## src/rtl/lsd_pkg.sv

```systemverilog
package lsd_pkg;
  typedef enum logic {PH_REF = 1'b0, PH_SIG = 1'b1} phase_e;

  localparam int unsigned LSD_SMP_W    = 16;
  localparam int unsigned LSD_PHYS_PIX = 516;
  localparam int unsigned LSD_GUARD    = 2;
endpackage

```

## src/rtl/lsd_win_ctl.sv

```systemverilog
module lsd_win_ctl #(
  parameter int unsigned PHYS_PIX = 516,
  localparam int unsigned CW = $clog2(PHYS_PIX + 1)
) (
  input  logic          clk,
  input  logic          rst_n,
  input  logic          trig,
  input  logic          win,
  input  logic          pair_done,
  output logic          accept,
  output logic          clr,
  output logic [CW-1:0] pix_cnt,
  output logic          line_short
);
  logic          trig_q, trig_q_nx;
  logic          cap_q, cap_nx;
  logic [CW-1:0] cnt_q, cnt_nx;
  logic          short_q, short_nx;
  logic          full;

  assign full   = (cnt_q == CW'(PHYS_PIX));
  assign accept = cap_q && win && !full;
  assign clr    = !win;

  always_comb begin
    trig_q_nx = trig;
    cap_nx    = cap_q;
    cnt_nx    = cnt_q;
    short_nx  = 1'b0;
    if (!win) begin
      cap_nx   = 1'b0;
      cnt_nx   = '0;
      short_nx = cap_q && !full;
    end else begin
      if (trig && !trig_q) cap_nx = 1'b1;
      if (pair_done && accept) cnt_nx = cnt_q + 1'b1;
    end
  end

  always_ff @(posedge clk or negedge rst_n) begin
    if (!rst_n) begin
      trig_q  <= 1'b0;
      cap_q   <= 1'b0;
      cnt_q   <= '0;
      short_q <= 1'b0;
    end else begin
      trig_q  <= trig_q_nx;
      cap_q   <= cap_nx;
      cnt_q   <= cnt_nx;
      short_q <= short_nx;
    end
  end

  assign pix_cnt    = cnt_q;
  assign line_short = short_q;


  cnt_range_chk: assert property (@(posedge clk) disable iff (!rst_n)
    cnt_q <= CW'(PHYS_PIX));


  short_after_close_chk: assert property (@(posedge clk) disable iff (!rst_n)
    short_q |-> !$past(win));


  close_clears_chk: assert property (@(posedge clk) disable iff (!rst_n)
    !win |=> (cnt_q == '0) && !cap_q);
endmodule

```

## src/rtl/lsd_pair_diff.sv

```systemverilog
module lsd_pair_diff
  import lsd_pkg::*;
#(
  parameter int unsigned SMP_W = 16
) (
  input  logic             clk,
  input  logic             rst_n,
  input  logic             clr,
  input  logic             accept,
  input  logic             smp_vld,
  input  logic [SMP_W-1:0] smp_data,
  output logic             pair_done,
  output logic [SMP_W-1:0] diff
);
  phase_e                  ph_q, ph_nx;
  logic        [SMP_W-1:0] ref_q, ref_nx;
  logic                    take;
  logic signed [SMP_W:0]   wide;

  assign take = accept && smp_vld;

  always_comb begin
    ph_nx  = ph_q;
    ref_nx = ref_q;
    if (clr) begin
      ph_nx = PH_REF;
    end else if (take) begin
      if (ph_q == PH_REF) begin
        ref_nx = smp_data;
        ph_nx  = PH_SIG;
      end else begin
        ph_nx = PH_REF;
      end
    end
  end

  always_ff @(posedge clk or negedge rst_n) begin
    if (!rst_n) begin
      ph_q  <= PH_REF;
      ref_q <= '0;
    end else begin
      ph_q  <= ph_nx;
      ref_q <= ref_nx;
    end
  end

  assign pair_done = take && !clr && (ph_q == PH_SIG);

  always_comb begin
    wide = $signed({ref_q[SMP_W-1], ref_q}) - $signed({smp_data[SMP_W-1], smp_data});
    if (wide[SMP_W]) diff = '0;
    else             diff = wide[SMP_W-1:0];
  end


  pair_alternates_chk: assert property (@(posedge clk) disable iff (!rst_n)
    pair_done |=> (ph_q == PH_REF));
endmodule

```

## src/rtl/lsd_px_out.sv

```systemverilog
module lsd_px_out #(
  parameter int unsigned PHYS_PIX = 516,
  parameter int unsigned GUARD    = 2,
  parameter int unsigned SMP_W    = 16,
  localparam int unsigned CW      = $clog2(PHYS_PIX + 1),
  localparam int unsigned ACTIVE  = PHYS_PIX - 2 * GUARD,
  localparam int unsigned IW      = $clog2(ACTIVE)
) (
  input  logic             clk,
  input  logic             rst_n,
  input  logic             pair_done,
  input  logic [CW-1:0]    pix_cnt,
  input  logic [SMP_W-1:0] diff,
  output logic             px_vld,
  output logic [IW-1:0]    px_idx,
  output logic [SMP_W-1:0] px_data,
  output logic             px_sol,
  output logic             px_eol
);
  logic             in_act;
  logic [CW-1:0]    act_full;
  logic             vld_nx, sol_nx, eol_nx;
  logic [IW-1:0]    idx_nx;
  logic [SMP_W-1:0] dat_nx;

  assign in_act   = (pix_cnt >= CW'(GUARD)) && (pix_cnt < CW'(PHYS_PIX - GUARD));
  assign act_full = pix_cnt - CW'(GUARD);

  always_comb begin
    vld_nx = pair_done && in_act;
    idx_nx = px_idx;
    dat_nx = px_data;
    sol_nx = 1'b0;
    eol_nx = 1'b0;
    if (vld_nx) begin
      idx_nx = act_full[IW-1:0];
      dat_nx = diff;
      sol_nx = (act_full == '0);
      eol_nx = (act_full == CW'(ACTIVE - 1));
    end
  end

  always_ff @(posedge clk or negedge rst_n) begin
    if (!rst_n) begin
      px_vld  <= 1'b0;
      px_idx  <= '0;
      px_data <= '0;
      px_sol  <= 1'b0;
      px_eol  <= 1'b0;
    end else begin
      px_vld <= vld_nx;
      px_sol <= sol_nx;
      px_eol <= eol_nx;
      if (vld_nx) begin
        px_idx  <= idx_nx;
        px_data <= dat_nx;
      end
    end
  end


  px_spacing_chk: assert property (@(posedge clk) disable iff (!rst_n)
    px_vld |=> !px_vld);


  sol_marker_chk: assert property (@(posedge clk) disable iff (!rst_n)
    px_sol |-> px_vld && (px_idx == '0));


  eol_marker_chk: assert property (@(posedge clk) disable iff (!rst_n)
    px_eol |-> px_vld && (px_idx == IW'(ACTIVE - 1)));
endmodule

```

## src/rtl/lsd_pixel_seq.sv

```systemverilog
module lsd_pixel_seq
  import lsd_pkg::*;
#(
  parameter int unsigned SMP_W    = LSD_SMP_W,
  parameter int unsigned PHYS_PIX = LSD_PHYS_PIX,
  parameter int unsigned GUARD    = LSD_GUARD,
  localparam int unsigned CW      = $clog2(PHYS_PIX + 1),
  localparam int unsigned IW      = $clog2(PHYS_PIX - 2 * GUARD)
) (
  input  logic             clk,
  input  logic             rst_n,
  input  logic             trig,
  input  logic             win,
  input  logic             smp_vld,
  input  logic [SMP_W-1:0] smp_data,
  output logic             px_vld,
  output logic [IW-1:0]    px_idx,
  output logic [SMP_W-1:0] px_data,
  output logic             px_sol,
  output logic             px_eol,
  output logic             line_short
);
  logic             accept, clr, pair_done;
  logic [CW-1:0]    pix_cnt;
  logic [SMP_W-1:0] diff;

  lsd_win_ctl #(.PHYS_PIX(PHYS_PIX)) u_ctl (
    .clk(clk), .rst_n(rst_n), .trig(trig), .win(win),
    .pair_done(pair_done), .accept(accept), .clr(clr),
    .pix_cnt(pix_cnt), .line_short(line_short)
  );

  lsd_pair_diff #(.SMP_W(SMP_W)) u_pair (
    .clk(clk), .rst_n(rst_n), .clr(clr), .accept(accept),
    .smp_vld(smp_vld), .smp_data(smp_data),
    .pair_done(pair_done), .diff(diff)
  );

  lsd_px_out #(.PHYS_PIX(PHYS_PIX), .GUARD(GUARD), .SMP_W(SMP_W)) u_out (
    .clk(clk), .rst_n(rst_n), .pair_done(pair_done), .pix_cnt(pix_cnt),
    .diff(diff), .px_vld(px_vld), .px_idx(px_idx), .px_data(px_data),
    .px_sol(px_sol), .px_eol(px_eol)
  );


  no_px_without_accept_chk: assert property (@(posedge clk) disable iff (!rst_n)
    !accept |=> !px_vld);
endmodule

```

## config.mk

```make
export PLATFORM = sky130hd
export DESIGN_NAME = lsd_pixel_seq
export DESIGN_NICKNAME = d
export VERILOG_FILES = /design/src/rtl/lsd_pkg.sv /design/src/rtl/lsd_win_ctl.sv /design/src/rtl/lsd_pair_diff.sv /design/src/rtl/lsd_px_out.sv /design/src/rtl/lsd_pixel_seq.sv
export SDC_FILE = /design/constraint.sdc
export NUM_CORES = 1
export LEC_CHECK = 0
export BUFFER_PORTS_ARGS = -buffer_cell sky130_fd_sc_hd__clkbuf_2
export CORE_AREA = 4 4 85 87
export CTS_CLUSTER_SIZE = 20
export DETAILED_ROUTE_END_ITERATION = 8
export DIE_AREA = 0 0 89 91
export PLACE_DENSITY = 0.76
export SYNTH_ARGS = -nofsm -noshare
export SYNTH_HDL_FRONTEND = slang
export SYNTH_SLANG_ARGS = --single-unit
```

## constraint.sdc

```tcl
create_clock -name clk -period 2.9 [get_ports clk]
set_clock_uncertainty 0.2 [all_clocks]
set_input_delay 0.29 -clock clk [delete_from_list [all_inputs] [get_ports clk]]
set_output_delay 0.29 -clock clk [all_outputs]
set_load 0.02 [all_outputs]
```

# [Yosys cells after proc, flatten, opt, wreduce, memory -nomap -nowiden]
# Cells that the tools add are included.
[word_totals] ff_bits=58
[classes] mux=11 n_eq_ne=5 bitwise_logic=1 order_cmp=2 n_reduce_logical=14 addsub=3
[op_table] op="10-bit 2-to-1 mux" n=2
[op_table] op="16-bit by 16-bit subtractor with 17-bit output" n=1
[op_table] op="16-bit 2-to-1 mux" n=1
[op_table] op="10-bit by 1-bit adder with 10-bit output, second input constant" n=1
[op_table] op="10-bit == test, second input constant" n=1
[op_table] op="10-bit by 9-bit == test with 1-bit output, second input constant" n=1
[op_table] op="10-bit by 2-bit >= comparator with 1-bit output, second input constant" n=1
[op_table] op="1-bit logical AND" n=10
[op_table] op="10-bit logical NOT" n=1
[op_table] op="10-bit less-than comparator, second input constant" n=1
[op_table] op="10-bit by 2-bit subtractor with 10-bit output, second input constant" n=1
[op_table] op="1-bit 2-to-1 mux" n=8
[op_table] op="2-bit by 1-bit inequality test with 1-bit output, second input constant" n=3
[op_table] op="3-bit AND reduction" n=1
[op_table] op="1-bit logical NOT" n=2
[op_table] op="1-bit NOT" n=1

# [Logic depth before layout (Yosys ltp)]
# Gate-level depths: netlist (run 1).
[depth] ltp_word=9 mapped_depth=10

# [Cells and area by module]
# A second synthesis (run 1) with hierarchy kept.
[unflattened] cells_unflattened=385 hier_area_um2=3747.3
[by_module_without_submodules] mod="lsd_pair_diff" n_inst=1 seq_area_each_um2=425.4 cells_each=185 area_per_inst_um2=1546.5
[by_module_without_submodules] mod="lsd_px_out" n_inst=1 seq_area_each_um2=700.7 cells_each=121 area_per_inst_um2=1441.4
[by_module_without_submodules] mod="lsd_win_ctl" n_inst=1 seq_area_each_um2=325.3 cells_each=79 area_per_inst_um2=759.5

# [Worst setup path after synthesis (run 1)]
# Ideal clock, no wire load.
[synth_path] path_type="register -> register" start="reg u_pair.ref_q[0]" end="reg u_out.px_data[15]" setup_time_ns=0.092 path_stages_with_launch=11 slack_ns=0.333 arrival_ns=2.275 n_path_buf=1 required_time_ns=2.608 path_cell_list="dfrtp_1 > inv_1 > ha_1 > fa_1 > nand2b_1 > a21oi_2 > nor3b_1 > o41ai_4 > o211ai_4 > buf_6 > o31ai_2"
[synth_between] elab_chain_len=2
[synth_lines] element="start: declaration" line="lsd_pair_diff.sv:16" text="logic [SMP_W-1:0] ref_q, ref_nx;"
[synth_lines] element="start signal: assignment" line="lsd_pair_diff.sv:43" text="ref_q <= ref_nx;"
[synth_lines] element="16-bit by 16-bit subtractor with 17-bit output" line="lsd_pair_diff.sv:50" text="wide = $signed({ref_q[SMP_W-1], ref_q}) - $signed({smp_data[SMP_W-1], smp_data});"
[synth_lines] element="16-bit 2-to-1 mux" line="lsd_pair_diff.sv:51" text="if (wide[SMP_W]) diff = '0;"
[synth_lines] element="end signal: assignment" line="lsd_px_out.sv:56" text="px_data <= dat_nx;"
[synth_lines] element="end: declaration" line="lsd_px_out.sv:16" text="output logic [SMP_W-1:0] px_data,"
# Every way passes these cells.
# A chain may end at the register's enable or synchronous reset.

# [Worst setup path in the final report (run 1)]
[layout_path] start="in smp_data[3]" end="reg u_out.px_data[14]"
[layout_between] elab_chain_len=2
[layout_lines] element="start: declaration" line="lsd_pixel_seq.sv:15" text="input logic [SMP_W-1:0] smp_data,"
[layout_lines] element="16-bit by 16-bit subtractor with 17-bit output" line="lsd_pair_diff.sv:50"
[layout_lines] element="16-bit 2-to-1 mux" line="lsd_pair_diff.sv:51"
# Every way passes these cells.

==> results of run 1 <==
## through the flow
step,instances,setup WS (ns),area (um2)
floorplan,353,0.333,3510
global placement,472,0.108,3820
detailed placement,472,0.0559,3820
CTS,504,0.0990,4180
global route,504,0.00626,4180
finish,504,0.170,4180
## cell usage in the layout, fill, tap and decap left out, types with 5 or more instances in the layout
cell           count
clkbuf_8          13
nor2b_1            5
nand2b_1           9
nor2_1            11
inv_1             25
nand2_1           42
dlygate4sd3_1     17
buf_4              5
xnor2_1           11
and2_1             7
nand3_1           16
a21o_1             7
ha_1              23
xor2_1             9
and3_1             5
o21ai_0           28
a21oi_1           11
dfrtp_1           58
mux2_2            16
clkbuf_2          49
## state kept, by name (all words and copies together) (netlist names), 9 cells and up
signal         cells
u_out.px_data     16
u_out.px_idx       9
u_ctl.pix_cnt     10
u_pair.ref_q      16
## worst max-delay path, cell delays in order
cell           delay, ns
dlygate4sd3_1       0.52
clkbuf_2            0.10
inv_1               0.04
ha_1                0.36
o211ai_1            0.23
a21oi_2             0.07
o211ai_1            0.35
a21oi_1             0.11
or4bb_1             0.48
a22o_1              0.21
## how the worst max path moves through the flow
stage	from	cells past startpoint	slack [ns]	endpoint
6_report	smp_data[3]	10	0.17	u_out.px_data[14]$_DFFE_PN0P_
5_1_grt	smp_data[3]	10	0.006	u_out.px_data[14]$_DFFE_PN0P_
4_1_cts	u_pair.ref_q[0]$_DFFE_PN0P_	9	0.1	u_out.px_data[7]$_DFFE_PN0P_
3_5_place_dp	smp_data[0]	9	0.06	u_out.px_data[7]$_DFFE_PN0P_
3_3_place_gp	smp_data[0]	9	0.11	u_out.px_data[7]$_DFFE_PN0P_
2_1_floorplan	u_pair.ref_q[0]$_DFFE_PN0P_	10	0.33	u_out.px_data[15]$_DFFE_PN0P_
## area by class of cell
class                   instances  area share (%)
inverters                      26            2.37
well taps                      77            2.31
clock buffers                  13            4.29
flip-flops and latches         58            34.8
clock inverters                 2           0.240
repair buffers                 71            10.8
multi-input cells             257            45.2
## synthesized netlist by cell type (7+ instances only)
cell | n | area [um2]
a21o_1 | 7 | 52.6
a21oi_1 | 11 | 55.1
and2_1 | 7 | 43.8
dfrtp_1 | 58 | 1450
ha_1 | 23 | 288
inv_1 | 25 | 93.8
mux2_2 | 16 | 180
nand2_1 | 42 | 158
nand2b_1 | 9 | 56.3
nand3_1 | 16 | 80.1
nor2_1 | 11 | 41.3
o21ai_0 | 28 | 140
xnor2_1 | 11 | 96.3
xor2_1 | 9 | 78.8
## power groups by stage
stage	Sequential [mW]	Combinational [mW]	Clock [mW]
6_report	0.910	0.764	0.719
5_1_grt	0.919	0.863	0.761
4_1_cts	0.910	0.760	0.726
3_5_place_dp	0.925	0.738	0
3_3_place_gp	0.921	0.724	0
2_1_floorplan	0.917	0.584	0
## kinds of logic (layout without fill, tap and decap cells)
group | Yosys count | in the layout
xor+xnor | 20 | 20
simple gates | 116 | 116
flops | 58 | 58
fa+ha+maj | 24 | 24
compound gates | 79 | 79
mux | 18 | 18
buf+inv | 38 | 112
## per-layer routing
metal / up-vias / wire length, um
met5: - / 0
met4: 0 / 189
met3: 18 / 307
met2: 57 / 3780
met1: 1290 / 3170
li1: 1379 / -
## repair_timing
| item | in CTS | in global routing |
|---|---|---|
| endpoints found under the hold margin | 40 | 0 |
| hold buffers | 17 | 0 |
| endpoints found under the setup margin | 0 | 1 |
| setup buffers | 0 | 0 |
==> impl_metrics.json, run 1 <==
{
  "h-tree-depth": 3,
  "met3_usage_pct": 4.43,
  "synth.cell_area_um2": 3510,
  "cts.path.max_buffers": 2,
  "syn_to_final_growth_pct": 19.1,
  "setup_tns_ns": 0,
  "synthCells": 353,
  "worstSkewPairLatency_ns": 0.35,
  "die_y_um": 91,
  "core_area_um2": 6350,
  "hp-class": "primary input to flop",
  "synth_mux_area_share_pct": 5.71,
  "antennaDiodeCount": 0,
  "rows": 29,
  "grt-ovfl-total": 0,
  "use_met2_pct": 34.5,
  "hold_viol": 0,
  "vias_per_cell": 5.44,
  "ant_nets": 0,
  "synth_seq_area_share_pct": 41.4,
  "status": "completed",
  "first_global_vias": 2767,
  "drt_iter0_drc": 86,
  "async_flop_share_pct": 100,
  "r2r-end": "u_out.px_data[7]$_DFFE_PN0P_",
  "ys_types": 56,
  "power_frac_seq_pct": 38.0,
  "combinationalPowerShare_pct": 31.9,
  "path_class": "primary input to flop",
  "die_area_um2": 8100,
  "synth-edff-count": 0,
  "tightest_slew_ns": 0.616,
  "r2r_slack_ns": 0.23,
  "p_int_mw": 1.61,
  "cts_root_buf": "clkbuf_8",
  "rsz0062_at_grt": "no",
  "detail_route.wl_per_cell_um": 14.8,
  "grtUsageTotal_pct": 20.6,
  "final.min_clock_period_ns": 2.73,
  "synth_nets": 398,
  "cts_sinks": 58,
  "layout-drive-gt1-share_pct": 22.7,
  "r2r.worst_path.cells": 9,
  "p_per_area_nw_per_um2": 573,
  "synth_xor_area_share_pct": 5.00,
  "hp-start": "smp_data[1]",
  "ys_ff_latch": 58,
  "crit_required_ns": 2.93,
  "maxCapViolCount": 0,
  "die_w_um": 89,
  "busiest_layer": "met2",
  "nets": 468,
  "start_util_pct": 55.2,
  "switching_power_uw": 781,
  "r2r-start": "u_pair.ref_q[0]$_DFFE_PN0P_",
  "cts_resized": 0,
  "fillCellCount": 485,
  "place_congestion": 0.815,
  "relSlewSlack_pct": 58.9,
  "ir_worst_vdd_v": 0.000361,
  "dr.pass1.iters": 4,
  "area.sequential_um2": 1450,
  "hold_end": "u_pair.ref_q[1]$_DFFE_PN0P_",
  "yosys_warnings": 0,
  "leakagePower_nw": 2.10,
  "synth_flop_cell": "dfrtp_1",
  "totalWireLength_um": 7450,
  "arrival_ns": 2.76,
  "yosys.area_share.simple_pct": 17.5,
  "port_buffers": 49,
  "synth_top_family_by_area": "simple AND/OR/NAND/NOR gates",
  "synth_fa_ha_area_share_pct": 8.78,
  "worstPathMaxFanout": 5,
  "synth_area_per_cell_um2": 9.93,
  "fmax_mhz": 366,
  "ioPinCount": 50,
  "finalPower_mw": 2.39,
  "cts_tree": "done",
  "setup_viol": 0,
  "grt_pass1_wl_um": 13000,
  "drc": 0,
  "p_sw_share_pct": 32.6,
  "antenna_found_initial": 0,
  "cts_buffers": 9,
  "dpl.hpwl_um": 5500,
  "synth_compound_area_share_pct": 16.7,
  "fin_crit_sh_pct": 94.2,
  "clk_pin_slew_ns": 0.06,
  "use_met1_pct": 25.3,
  "hold_depth": 3,
  "cp-end-kind": "flop",
  "fin_util_pct": 65.8,
  "vias": 2744,
  "critPathLaunchType": "primary input",
  "p_clk_share_pct": 30.0,
  "slew_viol_final": 0,
  "fin_hold_ws_ns": 0.0347,
  "grt_start_max_net_pins": 31,
  "multi_input_area_um2": 1890
}
(Power assumes the default switching activity.)
==> run 2, diff against run 1 <==
--- a/config.mk
+++ b/config.mk
@@ -6,11 +6,10 @@
 export NUM_CORES = 1
 export LEC_CHECK = 0
 export BUFFER_PORTS_ARGS = -buffer_cell sky130_fd_sc_hd__clkbuf_2
-export CORE_AREA = 4 4 85 87
+export CORE_AREA = 4 4 106 108
 export CTS_CLUSTER_SIZE = 20
 export DETAILED_ROUTE_END_ITERATION = 8
-export DIE_AREA = 0 0 89 91
-export PLACE_DENSITY = 0.76
+export DIE_AREA = 0 0 110 112
 export SYNTH_ARGS = -nofsm -noshare
 export SYNTH_HDL_FRONTEND = slang
 export SYNTH_SLANG_ARGS = --single-unit
==> constraint.sdc (replaced) <==
create_clock -name clk -period 2.9 [get_ports clk]
set_clock_uncertainty 0.2 [all_clocks]
set_input_delay 0.29 -clock clk [delete_from_list [all_inputs] [get_ports clk]]
set_output_delay 0.29 -clock clk [all_outputs]
set_load 0.1 [all_outputs]
==> impl_metrics.json, run 2 (synthesis results as in run 1) <==
{
  "status": "completed",
  "cts_tree": "done",
  "antenna_found_initial": 0,
  "die_area_um2": 12300,
  "first_global_vias": 2703,
  "start_util_pct": 34.3,
  "grtUsageTotal_pct": 13.2,
  "setup_tns_ns": 0,
  "final_cell_mix": "dfrtp_1 (58), clkbuf_2 (49), nand2_1 (42)",
  "antennaDiodeCount": 0,
  "grt_pass1_wl_um": 12800,
  "fmax_mhz": 366,
  "vias": 2721,
  "worstPathMaxFanout": 5,
  "clk_pin_slew_ns": 0.07,
  "rows": 37,
  "p_per_area_nw_per_um2": 565,
  "stdcell_count": 565,
  "max_stage_delay_ns": 0.54,
  "cp_num_buf_inv": 4,
  "nets": 470,
  "cp-end-kind": "flop",
  "slew_viol_final": 0,
  "fin_crit_sh_pct": 94.2,
  "path_delay_family": "compound AO/OA/AOI/OAI gates",
  "core_area_um2": 10200,
  "cts_root_buf": "clkbuf_8",
  "critPathLaunchType": "primary input",
  "grt_start_max_net_pins": 31,
  "cp_slowest_cell": "dlygate4sd3_1",
  "dpl.cell_count": 533,
  "drt_iter0_drc": 68,
  "h-tree-depth": 3,
  "place_congestion": 0.844,
  "maxCapViolCount": 0,
  "tightest_slew_ns": 0.642,
  "die_y_um": 112,
  "fin_area_um2": 4260,
  "leakagePower_nw": 2.10,
  "detail_route.wl_per_cell_um": 13.4,
  "hold_viol": 0,
  "arrival_ns": 2.77,
  "cts.path.max_buffers": 2,
  "relSlewSlack_pct": 57.2,
  "drc": 0,
  "syn_to_final_growth_pct": 21.6,
  "cts_sinks": 58,
  "final.min_clock_period_ns": 2.73,
  "dpl.hpwl_um": 5800,
  "layout-drive-gt1-share_pct": 22.8,
  "die_w_um": 110,
  "path_class": "primary input to flop",
  "worstSkewPairLatency_ns": 0.34,
  "vias_per_cell": 4.82,
  "path_cells": "dlygate4sd3_1 > clkbuf_2 > inv_1 > ha_2 > o211ai_1 > a21oi_2 > buf_4 > o211ai_1 > a21oi_1 > or4bb_1 > a22o_1",
  "grt-ovfl-total": 0,
  "crit_path_frequent_cell": "o211ai_1",
  "dr.pass1.iters": 4,
  "setup_viol": 0,
  "final_common_cell": "dfrtp_1",
  "rsz0062_at_grt": "no",
  "port_buffers": 49,
  "ant_nets": 0,
  "ir_worst_vdd_v": 0.000282,
  "place_area_um2": 3910,
  "totalWireLength_um": 7560,
  "fin_hold_ws_ns": 0.0151,
  "crit_required_ns": 2.94,
  "ioPinCount": 50,
  "finalPower_mw": 2.41,
  "cts_buffers": 9,
  "hp-class": "primary input to flop"
}
==> run 2: changes by cell type in the layout (fill, tap and decap cells not counted), sizes merged <==
cell    change
bufinv      +1
clkbuf      -1
buf         +2
==> run 2: worst paths after layout <==
| kind | startpoint | to | slack, ns | cells after the start |
|---|---|---|---|---|
| worst max-delay path | smp_data[3] | u_out.px_data[14]$_DFFE_PN0P_ | 0.17 | 11 |
| worst min-delay path | smp_data[1] | u_pair.ref_q[1]$_DFFE_PN0P_ | 0.02 | 3 |
| worst max register to register | u_pair.ref_q[0]$_DFFE_PN0P_ | u_out.px_data[14]$_DFFE_PN0P_ | 0.24 | 10 |
| worst min register to register | u_out.px_idx[2]$_DFFE_PN0P_ | u_out.px_idx[2]$_DFFE_PN0P_ | 0.28 | 2 |
| max in group asynchronous | rst_n | u_out.px_data[6]$_DFFE_PN0P_ | 1.48 | 3 |
| min in group asynchronous | rst_n | u_out.px_data[14]$_DFFE_PN0P_ | 0.31 | 2 |
==> run 2: repair_timing <==
| item | 4_1_cts | 5_1_grt |
|---|---|---|
| endpoints found under the hold margin | 37 | 0 |
| resized for setup | 0 | 1 |
| hold buffers | 17 | 0 |
| setup endpoints to repair | 0 | 9 |
| setup buffers | 0 | 0 |
==> run 2: area by class of cell <==
type | count | area (um2)
clock inverters | 3 | 40.0
well taps | 136 | 170
clock buffers | 12 | 145
inverters | 26 | 98.8
multi-input cells | 257 | 1890
fillers | 1018 | 5970
flip-flops and latches | 58 | 1450
repair buffers | 73 | 468
==> run 2: report_power, final <==
group	switching [mW]	total, mW	internal, mW	leakage, nW
sequential	0.0335	0.910	0.876	0.776
clock	0.316	0.729	0.413	0.0962
combinational	0.428	0.772	0.344	1.23
total	0.777	2.41	1.63	2.10
==> run 2: metal layers <==
layer  up-vias  share of wire [%]  wire, um  GRT usage [%]
li1       1392                  -         -              -
met1      1274                 46      3500           17.0
met2        47                 49      3690           21.6
met3         8                3.9       294           3.83
met4         0                1.1        85           3.74
met5         -                  0         0              0
==> run 2: stage by stage <==
stage               worst slack, ns  util (%)
floorplan                     0.333         -
global placement              0.139      38.2
detailed placement           0.0854      38.2
CTS                           0.136      41.6
global route                 0.0139      41.7
finish                        0.167      41.7
==> run 2: tightest hold or removal path, delay by kind of cell <==
kind	cells	cell delay [ns]
compound gates	1	0.07
buf+inv	1	0.12
simple gates	1	0.05
==> run 3, diff against run 2 <==
--- a/config.mk
+++ b/config.mk
@@ -6,10 +6,10 @@
 export NUM_CORES = 1
 export LEC_CHECK = 0
 export BUFFER_PORTS_ARGS = -buffer_cell sky130_fd_sc_hd__clkbuf_2
-export CORE_AREA = 4 4 106 108
+export CORE_AREA = 8 8 110 112
 export CTS_CLUSTER_SIZE = 20
 export DETAILED_ROUTE_END_ITERATION = 8
-export DIE_AREA = 0 0 110 112
+export DIE_AREA = 0 0 118 120
 export SYNTH_ARGS = -nofsm -noshare
 export SYNTH_HDL_FRONTEND = slang
 export SYNTH_SLANG_ARGS = --single-unit
==> impl_metrics.json, run 3 (synthesis results as in run 1) <==
{
  "final.min_clock_period_ns": 2.72,
  "area.sequential_um2": 1450,
  "dpl.hpwl_um": 5860,
  "dr.pass1.iters": 4,
  "ioPinCount": 50,
  "port_buffers": 49,
  "maxCapViolCount": 0,
  "antenna_found_initial": 0,
  "rsz0062_at_grt": "no",
  "setup_tns_ns": 0,
  "die_area_um2": 14200,
  "detail_route.wl_per_cell_um": 13.6,
  "drt_iter0_drc": 128,
  "arrival_ns": 2.75,
  "hp-class": "primary input to flop",
  "die_y_um": 120,
  "die_w_um": 118,
  "clk_pin_slew_ns": 0.07,
  "h-tree-depth": 3,
  "worstSkewPairLatency_ns": 0.34,
  "multi_input_area_um2": 1900,
  "nets": 469,
  "start_util_pct": 33.4,
  "grtUsageTotal_pct": 11.4,
  "fin_crit_sh_pct": 93.8,
  "layout-drive-gt1-share_pct": 22.9,
  "relSlewSlack_pct": 50.4,
  "tightest_slew_ns": 0.743,
  "fillCellCount": 1040,
  "syn_to_final_growth_pct": 21.4,
  "place_congestion": 0.806,
  "fin_hold_ws_ns": 0.0351,
  "hold_viol": 0,
  "rows": 38,
  "cts_setup_buffers": 0,
  "cts_buffers": 9,
  "grt_pass1_wl_um": 13100,
  "final_common_cell": "dfrtp_1",
  "grt-ovfl-total": 0,
  "first_global_vias": 2733,
  "antennaDiodeCount": 0,
  "setup_viol": 0,
  "grt_start_max_net_pins": 59,
  "crit_required_ns": 2.93,
  "dpl.cell_count": 536,
  "leakagePower_nw": 2.09,
  "worstPathMaxFanout": 6,
  "cts_root_buf": "clkbuf_8",
  "ir_worst_vdd_v": 0.000372,
  "drc": 0,
  "vias": 2722,
  "vias_per_cell": 4.79,
  "path_class": "primary input to flop",
  "p_per_area_nw_per_um2": 552,
  "cts_sinks": 58,
  "cts_tree": "done",
  "status": "completed",
  "core_area_um2": 10500,
  "stdcell_count": 568,
  "cp-end-kind": "flop",
  "cts.path.max_buffers": 2,
  "ant_nets": 0,
  "totalWireLength_um": 7730,
  "fmax_mhz": 368,
  "critPathLaunchType": "primary input",
  "slew_viol_final": 0,
  "final_cell_mix": "dfrtp_1 (58), clkbuf_2 (49), nand2_1 (42)"
}
[run 3: cell count changes in the layout (fill, tap and decap cells not counted), sizes merged]
cell	change
buf	-1
bufinv	-1
clkinv	+1
[run 3: final timing paths]
path	depth (start not counted)	slack (ns)	from	end
min in group asynchronous	3	0.45	rst_n	u_ctl.cap_q$_DFFE_PN0P_
max in group asynchronous	3	1.56	rst_n	u_ctl.pix_cnt[8]$_DFFE_PN0P_
worst min-delay path	3	0.04	smp_data[1]	u_pair.ref_q[1]$_DFFE_PN0P_
worst min register to register	2	0.28	u_out.px_idx[2]$_DFFE_PN0P_	u_out.px_idx[2]$_DFFE_PN0P_
worst max register to register	9	0.21	u_pair.ref_q[0]$_DFFE_PN0P_	u_out.px_data[7]$_DFFE_PN0P_
worst max-delay path	11	0.18	smp_data[5]	u_out.px_data[14]$_DFFE_PN0P_
[run 3: power by group]
group | switching (mW) | leakage (nW) | internal [mW]
clock | 0.309 | 0.0920 | 0.348
sequential | 0.0358 | 0.776 | 0.876
combinational | 0.429 | 1.23 | 0.349
[run 3: worst max-delay path, stage by stage]
cell and delay (ns):
dlygate4sd3_1 0.52, clkbuf_2 0.11, inv_1 0.04, ha_1 0.38
o211ai_1 0.15, a21oi_2 0.06, buf_4 0.13, o211ai_1 0.30
a21oi_1 0.10, or4bb_1 0.47, a22o_1 0.20
[run 3: cell type report]
cell class                      count  share of cell area (%)
Inverter                           26                    2.32
Tap cell                          140                    4.12
Sequential cell                    58                    34.1
Multi-Input combinational cell    257                    44.6
Clock buffer                       12                    3.65
Timing Repair Buffer               72                    10.8
Clock inverter                      3                   0.353
[run 3: what timing repair did]
| item | 4_1_cts | 5_1_grt |
|---|---|---|
| hold endpoints to repair | 74 | 0 |
| endpoints found under the setup margin | 0 | 2 |
| hold buffers | 17 | 0 |
| resized for setup | 0 | 1 |
[run 3: per-stage QoR]
| stage | worst slack, ns | power, mW | util, % | area (um2) |
|---|---|---|---|---|
| floorplan | 0.333 | 1.51 | - | 3510 |
| global placement | 0.137 | 1.67 | 37.1 | 3900 |
| detailed placement | 0.0484 | 1.68 | 37.1 | 3900 |
| CTS | 0.0766 | 2.37 | 40.4 | 4240 |
| global route | 0.0142 | 2.52 | 40.5 | 4260 |
| finish | 0.181 | 2.35 | 40.5 | 4260 |
[run 3: routing by layer]
metal / track usage, % / vias up / wire length, um
li1: - / 1387 / -
met3: 3.62 / 10 / 303
met5: 0 / - / 0
met1: 13.1 / 1280 / 3410
met4: 3.60 / 0 / 110
met2: 20.0 / 45 / 3900
